--- src/rtl/cqp_pkg.sv ---
package cqp_pkg;
   localparam int ENTRY_BYTES = 16;
   localparam int ENTRY_W     = 8 * ENTRY_BYTES;
   localparam int OFS_SHIFT   = $clog2(ENTRY_BYTES);

   typedef struct packed {
      logic [14:0] status;
      logic        phase;
      logic [15:0] cid;
      logic [15:0] sqid;
      logic [15:0] sqhd;
      logic [63:0] rsvd;
   } cq_entry_t;
endpackage

--- src/rtl/cq_qslot.sv ---
module cq_qslot #(
   parameter int IDX_W  = 8,
   parameter int ADDR_W = 32
) (
   input  logic              clk,
   input  logic              rst_n,
   input  logic              create,
   input  logic [ADDR_W-1:0] cr_base,
   input  logic [IDX_W-1:0]  cr_last,
   input  logic              post,
   input  logic              db_apply,
   input  logic [IDX_W-1:0]  db_head,
   output logic              en,
   output logic [ADDR_W-1:0] base,
   output logic [IDX_W-1:0]  last,
   output logic [IDX_W-1:0]  tail,
   output logic [IDX_W-1:0]  head,
   output logic              phase,
   output logic              full
);
   logic             wrap;
   logic [IDX_W-1:0] tail_nx;

   always_comb begin
      wrap    = (tail == last);
      tail_nx = wrap ? '0 : tail + 1'b1;
      full    = (tail_nx == head);
   end

   always_ff @(posedge clk) begin
      if (!rst_n) begin
         en    <= 1'b0;
         base  <= '0;
         last  <= '0;
         tail  <= '0;
         head  <= '0;
         phase <= 1'b1;
      end else if (create) begin
         en    <= 1'b1;
         base  <= cr_base;
         last  <= cr_last;
         tail  <= '0;
         head  <= '0;
         phase <= 1'b1;
      end else begin
         if (post) begin
            tail <= tail_nx;
            if (wrap) phase <= ~phase;
         end
         if (db_apply) head <= db_head;
      end
   end
endmodule

--- src/rtl/cq_db_check.sv ---
module cq_db_check #(
   parameter int IDX_W = 8
) (
   input  logic             en,
   input  logic [IDX_W-1:0] last,
   input  logic [IDX_W-1:0] tail,
   input  logic [IDX_W-1:0] head,
   input  logic [IDX_W-1:0] new_head,
   output logic             ok
);
   localparam int CW = IDX_W + 1;
   logic [CW-1:0] size, used, adv;

   always_comb begin
      size = {1'b0, last} + 1'b1;
      used = (tail >= head) ? CW'(tail) - CW'(head) : CW'(tail) + size - CW'(head);
      adv  = (new_head >= head) ? CW'(new_head) - CW'(head)
                                : CW'(new_head) + size - CW'(head);
      ok   = en && (new_head <= last) && (adv <= used);
   end
endmodule

--- src/rtl/cq_entry_fmt.sv ---
module cq_entry_fmt
   import cqp_pkg::*;
(
   input  logic        phase,
   input  logic [15:0] cid,
   input  logic [15:0] sqid,
   input  logic [15:0] sqhd,
   input  logic [14:0] status,
   output cq_entry_t   entry
);
   always_comb begin
      entry.status = status;
      entry.phase  = phase;
      entry.cid    = cid;
      entry.sqid   = sqid;
      entry.sqhd   = sqhd;
      entry.rsvd   = '0;
   end
endmodule

--- src/rtl/cq_poster.sv ---
module cq_poster
   import cqp_pkg::*;
#(
   parameter int NUM_Q  = 4,
   parameter int IDX_W  = 8,
   parameter int ADDR_W = 32,
   parameter int QID_W  = (NUM_Q > 1) ? $clog2(NUM_Q) : 1
) (
   input  logic               clk,
   input  logic               rst_n,
   input  logic               cfg_create,
   input  logic [QID_W-1:0]   cfg_qid,
   input  logic [ADDR_W-1:0]  cfg_base,
   input  logic [IDX_W-1:0]   cfg_last,
   input  logic               rec_valid,
   output logic               rec_ready,
   input  logic [QID_W-1:0]   rec_qid,
   input  logic [15:0]        rec_cid,
   input  logic [15:0]        rec_sqid,
   input  logic [15:0]        rec_sqhd,
   input  logic [14:0]        rec_status,
   input  logic               db_valid,
   input  logic [QID_W-1:0]   db_qid,
   input  logic [IDX_W-1:0]   db_head,
   output logic               db_err,
   output logic               wr_valid,
   output logic [ADDR_W-1:0]  wr_addr,
   output logic [ENTRY_W-1:0] wr_data
);
   localparam int PAD_W = ADDR_W - IDX_W - OFS_SHIFT;

   generate
      if (NUM_Q < 1 || (1 << QID_W) < NUM_Q)
         $error("cq_poster: NUM_Q/QID_W mismatch");
      if (IDX_W < 1 || PAD_W < 0)
         $error("cq_poster: ADDR_W too small for IDX_W slots");
   endgenerate

   logic              en_q    [NUM_Q];
   logic [ADDR_W-1:0] base_q  [NUM_Q];
   logic [IDX_W-1:0]  last_q  [NUM_Q];
   logic [IDX_W-1:0]  tail_q  [NUM_Q];
   logic [IDX_W-1:0]  head_q  [NUM_Q];
   logic              phase_q [NUM_Q];
   logic              full_q  [NUM_Q];

   logic accept, db_ok;
   logic [IDX_W-1:0] db_last;

   genvar gi;
   generate
      for (gi = 0; gi < NUM_Q; gi++) begin : g_q
         cq_qslot #(.IDX_W(IDX_W), .ADDR_W(ADDR_W)) u_slot (
            .clk     (clk),
            .rst_n   (rst_n),
            .create  (cfg_create && cfg_qid == QID_W'(gi)),
            .cr_base (cfg_base),
            .cr_last (cfg_last),
            .post    (accept && rec_qid == QID_W'(gi)),
            .db_apply(db_valid && db_ok && db_qid == QID_W'(gi)),
            .db_head (db_head),
            .en      (en_q[gi]),
            .base    (base_q[gi]),
            .last    (last_q[gi]),
            .tail    (tail_q[gi]),
            .head    (head_q[gi]),
            .phase   (phase_q[gi]),
            .full    (full_q[gi])
         );
      end
   endgenerate

   assign rec_ready = en_q[rec_qid] && !full_q[rec_qid];
   assign accept    = rec_valid && rec_ready;
   assign db_last   = last_q[db_qid];

   cq_db_check #(.IDX_W(IDX_W)) u_dbchk (
      .en      (en_q[db_qid]),
      .last    (db_last),
      .tail    (tail_q[db_qid]),
      .head    (head_q[db_qid]),
      .new_head(db_head),
      .ok      (db_ok)
   );

   cq_entry_t entry;
   cq_entry_fmt u_fmt (
      .phase (phase_q[rec_qid]),
      .cid   (rec_cid),
      .sqid  (rec_sqid),
      .sqhd  (rec_sqhd),
      .status(rec_status),
      .entry (entry)
   );

   logic [ADDR_W-1:0] slot_ofs;
   generate
      if (PAD_W > 0) begin : g_pad
         assign slot_ofs = {{PAD_W{1'b0}}, tail_q[rec_qid], {OFS_SHIFT{1'b0}}};
      end else begin : g_nopad
         assign slot_ofs = {tail_q[rec_qid], {OFS_SHIFT{1'b0}}};
      end
   endgenerate

   always_ff @(posedge clk) begin
      if (!rst_n) begin
         wr_valid <= 1'b0;
         wr_addr  <= '0;
         wr_data  <= '0;
         db_err   <= 1'b0;
      end else begin
         wr_valid <= accept;
         db_err   <= db_valid && !db_ok;
         if (accept) begin
            wr_addr <= base_q[rec_qid] + slot_ofs;
            wr_data <= entry;
         end
      end
   end
endmodule

--- config.mk ---
export PLATFORM = sky130hd
export DESIGN_NAME = cq_poster
export DESIGN_NICKNAME = d
export VERILOG_FILES = /design/src/rtl/cqp_pkg.sv /design/src/rtl/cq_qslot.sv /design/src/rtl/cq_db_check.sv /design/src/rtl/cq_entry_fmt.sv /design/src/rtl/cq_poster.sv
export SDC_FILE = /design/constraint.sdc
export NUM_CORES = 1
export LEC_CHECK = 0
export ABC_AREA = 1
export BUFFER_PORTS_ARGS = -buffer_cell sky130_fd_sc_hd__clkbuf_2
export CAP_MARGIN = 20
export CORE_MARGIN = 1.5
export CORE_UTILIZATION = 42
export DETAILED_ROUTE_END_ITERATION = 16
export GPL_TIMING_DRIVEN = 0
export PLACE_DENSITY = 0.68
export SYNTH_ARGS = -nofsm -noshare
export SYNTH_HDL_FRONTEND = slang
export SYNTH_SLANG_ARGS = --single-unit
--- constraint.sdc ---
create_clock -name clk -period 7.9 [get_ports clk]
set_clock_uncertainty 0.15 [all_clocks]
set_input_delay 0.79 -clock clk [delete_from_list [all_inputs] [get_ports clk]]
set_output_delay 0.79 -clock clk [all_outputs]
set_load 0.01 [all_outputs]
==> results of run 1 <==
[sequential cells by signal (all words and copies together) (netlist names), 4 cells and up]
signal,cells
g_q.u_slot.base,128
wr_data,64
g_q.u_slot.en,4
wr_addr,32
g_q.u_slot.phase,4
g_q.u_slot.head,32
g_q.u_slot.tail,32
g_q.u_slot.last,32
[worst paths after layout]
check                                                         start                                   to
worst max-delay path                                      db_qid[0]   g_q[3].u_slot.head[6]$_SDFFE_PP0P_
worst min-delay path            g_q[1].u_slot.base[16]$_SDFFE_PN0P_  g_q[1].u_slot.base[16]$_SDFFE_PN0P_
worst max register to register   g_q[1].u_slot.head[2]$_SDFFE_PP0P_   g_q[3].u_slot.head[6]$_SDFFE_PP0P_
worst min register to register  g_q[1].u_slot.base[16]$_SDFFE_PN0P_  g_q[1].u_slot.base[16]$_SDFFE_PN0P_
[where the power goes]
part | total (mW) | internal [mW] | switching (mW) | leakage, nW
sequential | 1.80 | 1.75 | 0.0552 | 2.69
combinational | 0.968 | 0.342 | 0.626 | 6.71
clock | 1.90 | 1.15 | 0.753 | 0.669
[layout make-up]
type                       count  area, sq um  share of cell area
multi-input combinational   1943        10000               0.457
inverter                     265          995              0.0454
clock inverter                13          223              0.0102
antenna                        2         5.00            0.000228
buffer                       196         1100              0.0502
timing repair buffer         219         1100              0.0500
clock buffer                  57         1140              0.0521
sequential                   330         6610               0.301
tap                          585          732              0.0334
[critical path, delay by kind of cell]
family | cells | cell delay (ps)
buf+inv | 5 | 1320
simple gates | 12 | 2110
compound gates | 12 | 2430
fa+ha+maj | 2 | 770
[cells by family after synthesis]
| family | count (synthesis) | share of synthesized area |
|---|---|---|
| AO/OA/AOI/OAI | 616 | 0.186 |
| XOR/XNOR | 81 | 0.0384 |
| adder cells (fa/ha/maj) | 82 | 0.0632 |
| buffers and inverters | 461 | 0.113 |
| flip-flops | 330 | 0.357 |
| multiplexers | 2 | 0.00115 |
| other | 1 | 0.000203 |
| AND/OR/NAND/NOR | 1098 | 0.241 |
[routing by layer]
metal	vias to the layer above	GRT usage	part of all wire
li1	9246	-	-
met1	8700	0.366	0.42
met2	875	0.440	0.44
met3	151	0.0506	0.097
met4	0	0.122	0.043
met5	-	0	0
[layout by cell type (no fill, tap or decap), types with 42 or more instances in the layout]
cell type / Yosys / routed
a21oi_1: 255 / 255
a22oi_1: 56 / 56
buf_4: 71 / 71
clkbuf_1: 84 / 92
clkbuf_2: 1 / 219
conb_1: 1 / 64
dfxtp_1: 330 / 330
ha_1: 63 / 63
inv_1: 257 / 257
nand2_1: 582 / 582
nand3_1: 81 / 81
nor2_1: 371 / 371
o21ai_0: 228 / 228
xor2_1: 42 / 42
==> results_dict.tcl, run 1 <==
set metrics [dict create \
    synth_area_leader_cell "dfxtp_1" \
    drt_iter0_markers 1769 \
    grt_pass1_wl_um 97500 \
    crit_type "primary input to flip-flop" \
    hold-worst-slack_ps 295 \
    fmax_mhz 140 \
    drtAntennaViolNets 0 \
    finalCritPeriodShare 0.904 \
    hold_buffers 0 \
    rows 76 \
    final-instance-count-excl-fill 3610 \
    cts.sinks 330 \
    hold_class "flip-flop to flip-flop" \
    drt-total-wl_um 64500 \
    critPathLaunchType "primary input" \
    gp_congestion 1.02 \
    die_area_sq_um 45300 \
    cts_buffer_depth 3 \
    slew_violations 0 \
    hold_viol 0 \
    critPathSlowestCell "nor2_1" \
    netlist.area_leader.share 0.357 \
    avgSynthCellArea_sq_um 6.92 \
    tns_ps 0 \
    total_power_mw 4.67 \
    drv_cap 0 \
    reg2reg_slack_ps 1480 \
    grt_pass1_vias 17676 \
    fin_area_sq_um 21900 \
    cp_data_required_time_ps 8180 \
    die_height_um 213 \
    nFillCells 4316 \
    synthDistinctLibCells 50 \
    ir_drop_mv 0.169 \
    portBuffers 218 \
    ff2ff_path_depth 30 \
    post_cts_buffers 0 \
    htreeDepth 2 \
    drc_errors 0 \
    ys_top_cells_by_count "nand2_1 (582), nor2_1 (371), dfxtp_1 (330)" \
    outcome "complete, no violations" \
    fin_nets 3198 \
    cp_max_fo 10 \
    vias_per_cell 5.26 \
    synth_area_leaders "dfxtp_1 (36%), nand2_1 (12%), nor2_1 (7.5%)" \
    vias 18972 \
    worst_pin_slew_ps 1090 \
    initial_core_util 0.427 \
    core-area_sq_um 43300 \
    utilization 0.507 \
    slew_headroom 0.276 \
    synth-main-ff-cell "dfxtp_1" \
    areaGrowthSynthToFinish_pct 18.6 \
    antenna_found_initial 2 \
    rsz0062_at_grt "no" \
    finalCriticalPeriod_ps 7150 \
    p_per_area_nw_per_um2 213 \
    worstSkewPairLatency_ps 580 \
    placed_cells 3538 \
    setup_ws_ps 755 \
    hpwl_um 50200 \
    die_w_um 213 \
    synth-edff-count 0 \
    numCtsBuffers 39 \
    drive_above_1_share 0.135 \
    root_buffer "clkbuf_16" \
    synth.most_common_cell "nand2_1" \
    ctsResizeCount 0 \
    grt_start_max_net_pins 13 \
    post_drt_wl_per_cell_um 17.9 \
    syn_area_sq_um 18500 \
    synth_cells 2671 \
    grt_remaining_overflow 0 \
    critPathArrivalTime_ps 7430 \
    placed_area_sq_um 20600 \
    max_stage_delay_ps 550 \
    clk_pin_slew_worst_paths_ps 60 \
    async_reset_ff_frac 0 \
    holdPathStages 2 \
    cts_tree "yes" \
    dr.pass1.iters 6 \
    grt_usage 0.277 \
    ys_ff_latch 330 \
    p_leak_nw 10.1 \
    ios 285 \
    setup_viol 0 \
    synth_seq_area_share 0.357 \
    place_ws_ps 485 \
    yosys_warnings 0 \
    endpoint_kind "flip-flop" \
]
No activity file was read; power rests on OpenSTA's default activity.
==> run 2: changes to the inputs <==
ABC_AREA = unset   (was 1)
PLACE_DENSITY = 0.7   (was 0.68)
TNS_END_PERCENT = 10   (was unset)
clock period = 6.3 ns   (was 7.9 ns; I/O delays follow)
==> run 2 against run 1 <==
Non-clock buffer count increased by 18. Critical path depth decreased by 9. Setup slack got worse by 360 ps. Clock-buffer cell count unchanged. Hold slack got worse by 170 ps. Synthesized cell count decreased by 17%. First-iteration DRC count decreased by 30%. Total power increased by 11%.
==> results_dict.tcl, run 2 <==
set metrics [dict create \
    critPathBufInv 2 \
    root_buffer "clkbuf_16" \
    syn_area_sq_um 19600 \
    drive_above_1_share 0.240 \
    drt_iter0_markers 1245 \
    endpoint_kind "flip-flop" \
    critPathLaunchType "primary input" \
    min_from "rec_status[2]" \
    critPathSlowestCell "mux4_2" \
    crit_type "primary input to flip-flop" \
    clockPowerShare 0.447 \
    slew_violations 0 \
    die_area_sq_um 48000 \
    netlist.area_leader.share 0.337 \
    clk_pin_slew_worst_paths_ps 60 \
    drc_errors 0 \
    fmax_mhz 169 \
    intPower_mw 3.80 \
    setup_viol 0 \
    max_flop_register "g_q.u_slot.base" \
    final-instance-count-excl-fill 3179 \
    rows 78 \
    cp_num_cells 22 \
    htreeDepth 2 \
    post_drt_wl_per_cell_um 19.3 \
    reg2reg_slack_ps 510 \
    grt_usage 0.252 \
    hold-worst-slack_ps 124 \
    outcome "complete, no violations" \
    hold_class "primary input to flip-flop" \
    portBuffers 217 \
    vias_per_cell 5.50 \
    worstSkewPairLatency_ps 580 \
    grt_pass1_wl_um 94900 \
    antenna_found_initial 5 \
    die_height_um 219 \
    antenna-diode-count 0 \
    synth-main-ff-cell "dfxtp_1" \
    dr.pass1.iters 5 \
    max_stage_delay_ps 680 \
    numCtsBuffers 38 \
    placed_cells 3106 \
    gp_congestion 0.953 \
    die_w_um 219 \
    ios 285 \
    cts_buffer_depth 3 \
    grt_start_max_net_pins 13 \
    drtAntennaViolNets 0 \
    cp_data_required_time_ps 6590 \
    grt_remaining_overflow 0 \
    hold_buffers 0 \
    worst_pin_slew_ps 1380 \
    synth_cells 2226 \
    path_cells "clkbuf_2, clkbuf_4, mux4_2, ha_1, fa_1, ha_1, a21o_1, a21oi_1, o21bai_1, a21oi_1, o21bai_1, a21oi_1, xnor2_1, nor2_1, a211oi_1, ha_1, a21o_1, a211oi_1, a211o_2, nand3_4, mux2i_1, nor2_1" \
    critPathArrivalTime_ps 6190 \
    switching_power_mw 1.38 \
    cts_tree "yes" \
    hpwl_um 47400 \
    avgSynthCellArea_sq_um 8.81 \
    ys_top_cells_by_count "nand2_1 (484), dfxtp_1 (330), a21boi_0 (164)" \
    synthDistinctLibCells 83 \
    ir_drop_mv 0.174 \
    vias 17472 \
    ys_ff_latch 330 \
    cpLargestDelayFamily "compound AO/OA/AOI/OAI gates" \
    pwr-share-seq 0.418 \
    cts.sinks 330 \
    comb_power_share 0.135 \
    initial_core_util 0.429 \
    r2r_start "g_q[2].u_slot.last[0]$_SDFFE_PN0P_" \
    ff2ff_path_depth 20 \
    hold_viol 0 \
    min_to "wr_data[115]$_SDFFE_PN0P_" \
    p_per_area_nw_per_um2 224 \
    core-area_sq_um 45700 \
    final_common_cell "nand2_1" \
    synth_area_leaders "dfxtp_1 (34%), nand2_1 (9.3%), mux4_2 (7.7%)" \
    finalCritPeriodShare 0.937 \
    synth_seq_area_share 0.337 \
    grt_pass1_vias 16908 \
    drt-total-wl_um 61400 \
    synth.most_common_cell "nand2_1" \
    cp_max_fo 10 \
    areaGrowthSynthToFinish_pct 18.0 \
    swShare 0.266 \
    async_reset_ff_frac 0 \
    holdPathStages 3 \
    finalCriticalPeriod_ps 5900 \
    most-common-layout-cells "nand2_1 (483), dfxtp_1 (330), clkbuf_2 (225)" \
    fin_nets 2755 \
    drv_cap 0 \
    r2r-end "g_q[1].u_slot.head[2]$_SDFFE_PP0P_" \
    synth-edff-count 0 \
    yosys_warnings 0 \
    top_regs "g_q.u_slot.base: 128 flops, wr_data: 64 flops" \
    p_leak_nw 9.35 \
    synth_area_leader_cell "dfxtp_1" \
    slew_headroom 0.0719 \
    largest_reg_flops 128 \
]
==> run 2: cell types whose count changed after synthesis, sizes merged, moves of 67 or more <==
cell,previous run,this run
nand2,585,484
a21oi,255,64
nor2,373,104
mux4,0,67
inv,261,51
o21ai,228,146
a21boi,2,164
==> run 2: cell families (layout without fill, tap and decap cells) <==
kind of cell | Yosys count | after routing | share of synthesized area
adder cells (fa/ha/maj) | 82 | 82 | 0.0596
multiplexers | 118 | 118 | 0.103
other | 1 | 64 | 0.000191
AO/OA/AOI/OAI | 453 | 453 | 0.160
flip-flops | 330 | 330 | 0.337
XOR/XNOR | 123 | 123 | 0.0579
AND/OR/NAND/NOR | 857 | 857 | 0.211
buffers and inverters | 262 | 552 | 0.0711
==> run 2: worst max-delay path by stage <==
stage,from,to,slack (ps)
after floorplan,db_qid[1],g_q[2].u_slot.head[0]$_SDFFE_PP0P_,110
after global placement,db_qid[1],g_q[0].u_slot.head[4]$_SDFFE_PP0P_,-1090
after detailed placement,db_qid[1],g_q[0].u_slot.head[0]$_SDFFE_PP0P_,-1210
after CTS,db_qid[1],g_q[0].u_slot.head[0]$_SDFFE_PP0P_,0.5
after global routing,db_qid[1],g_q[0].u_slot.head[2]$_SDFFE_PP0P_,-10
final,db_qid[1],g_q[1].u_slot.head[2]$_SDFFE_PP0P_,400
==> run 2: power groups by stage <==
stage | Sequential [mW] | Combinational (mW) | Clock (mW)
6_report | 2.17 | 0.699 | 2.31
5_1_grt | 2.17 | 0.764 | 2.42
4_1_cts | 2.17 | 0.683 | 2.33
3_5_place_dp | 2.21 | 0.677 | 0
3_3_place_gp | 2.21 | 0.660 | 0
2_1_floorplan | 2.21 | 0.459 | 0
==> run 2: what timing repair did <==
item                       CTS  global route
pin swaps                    0             2
setup buffers                0             6
hold endpoints to repair     0             0
setup endpoints to repair   32            32
gates resized for setup      9            15
==> run 2: cell type report <==
class | instances | area [sq um]
Inverter | 51 | 195
Sequential cell | 330 | 6610
Fill cell | 4294 | 22500
Clock inverter | 11 | 180
Timing Repair Buffer | 223 | 1130
Buffer | 210 | 1220
Clock buffer | 57 | 1140
Multi-Input combinational cell | 1697 | 11900
Tap cell | 600 | 751
==> run 2: per-layer routing <==
| layer | GRT usage | routed length [um] | vias up | part of all wire |
|---|---|---|---|---|
| met5 | 0 | 72 | - | 0.0012 |
| met4 | 0.0943 | 1900 | 10 | 0.031 |
| met3 | 0.0428 | 4740 | 145 | 0.077 |
| met2 | 0.411 | 29000 | 653 | 0.47 |
| met1 | 0.333 | 25700 | 8430 | 0.42 |
| li1 | - | - | 8234 | - |
==> run 2: stage by stage <==
stage | total power [mW] | TNS [ps] | area (sq um) | util | worst slack [ps]
finish | 5.18 | 0 | 23100 | 0.507 | 399
global route | 5.36 | -18.1 | 23100 | 0.507 | -14.1
CTS | 5.18 | 0 | 23000 | 0.504 | 0.496
detailed placement | 2.89 | -37070 | 21700 | 0.475 | -1210
global placement | 2.87 | -33790 | 21700 | 0.475 | -1090
floorplan | 2.66 | 0 | 19800 | - | 112
==> run 2: worst register-to-register path: stages (launching register included) <==
cell and delay, ps:
dfxtp_1 390, mux4_2 640, ha_1 480, fa_1 500, ha_1 310, a21o_1 180
a21oi_1 230, o21bai_1 100, a21oi_1 220, o21bai_1 110, a21oi_1 180, xnor2_1 140
nor2_1 60, a211oi_1 300, ha_1 320, a21o_1 190, a211oi_1 240, a211o_2 320
nand3_4 220, mux2i_1 300, nor2_1 60
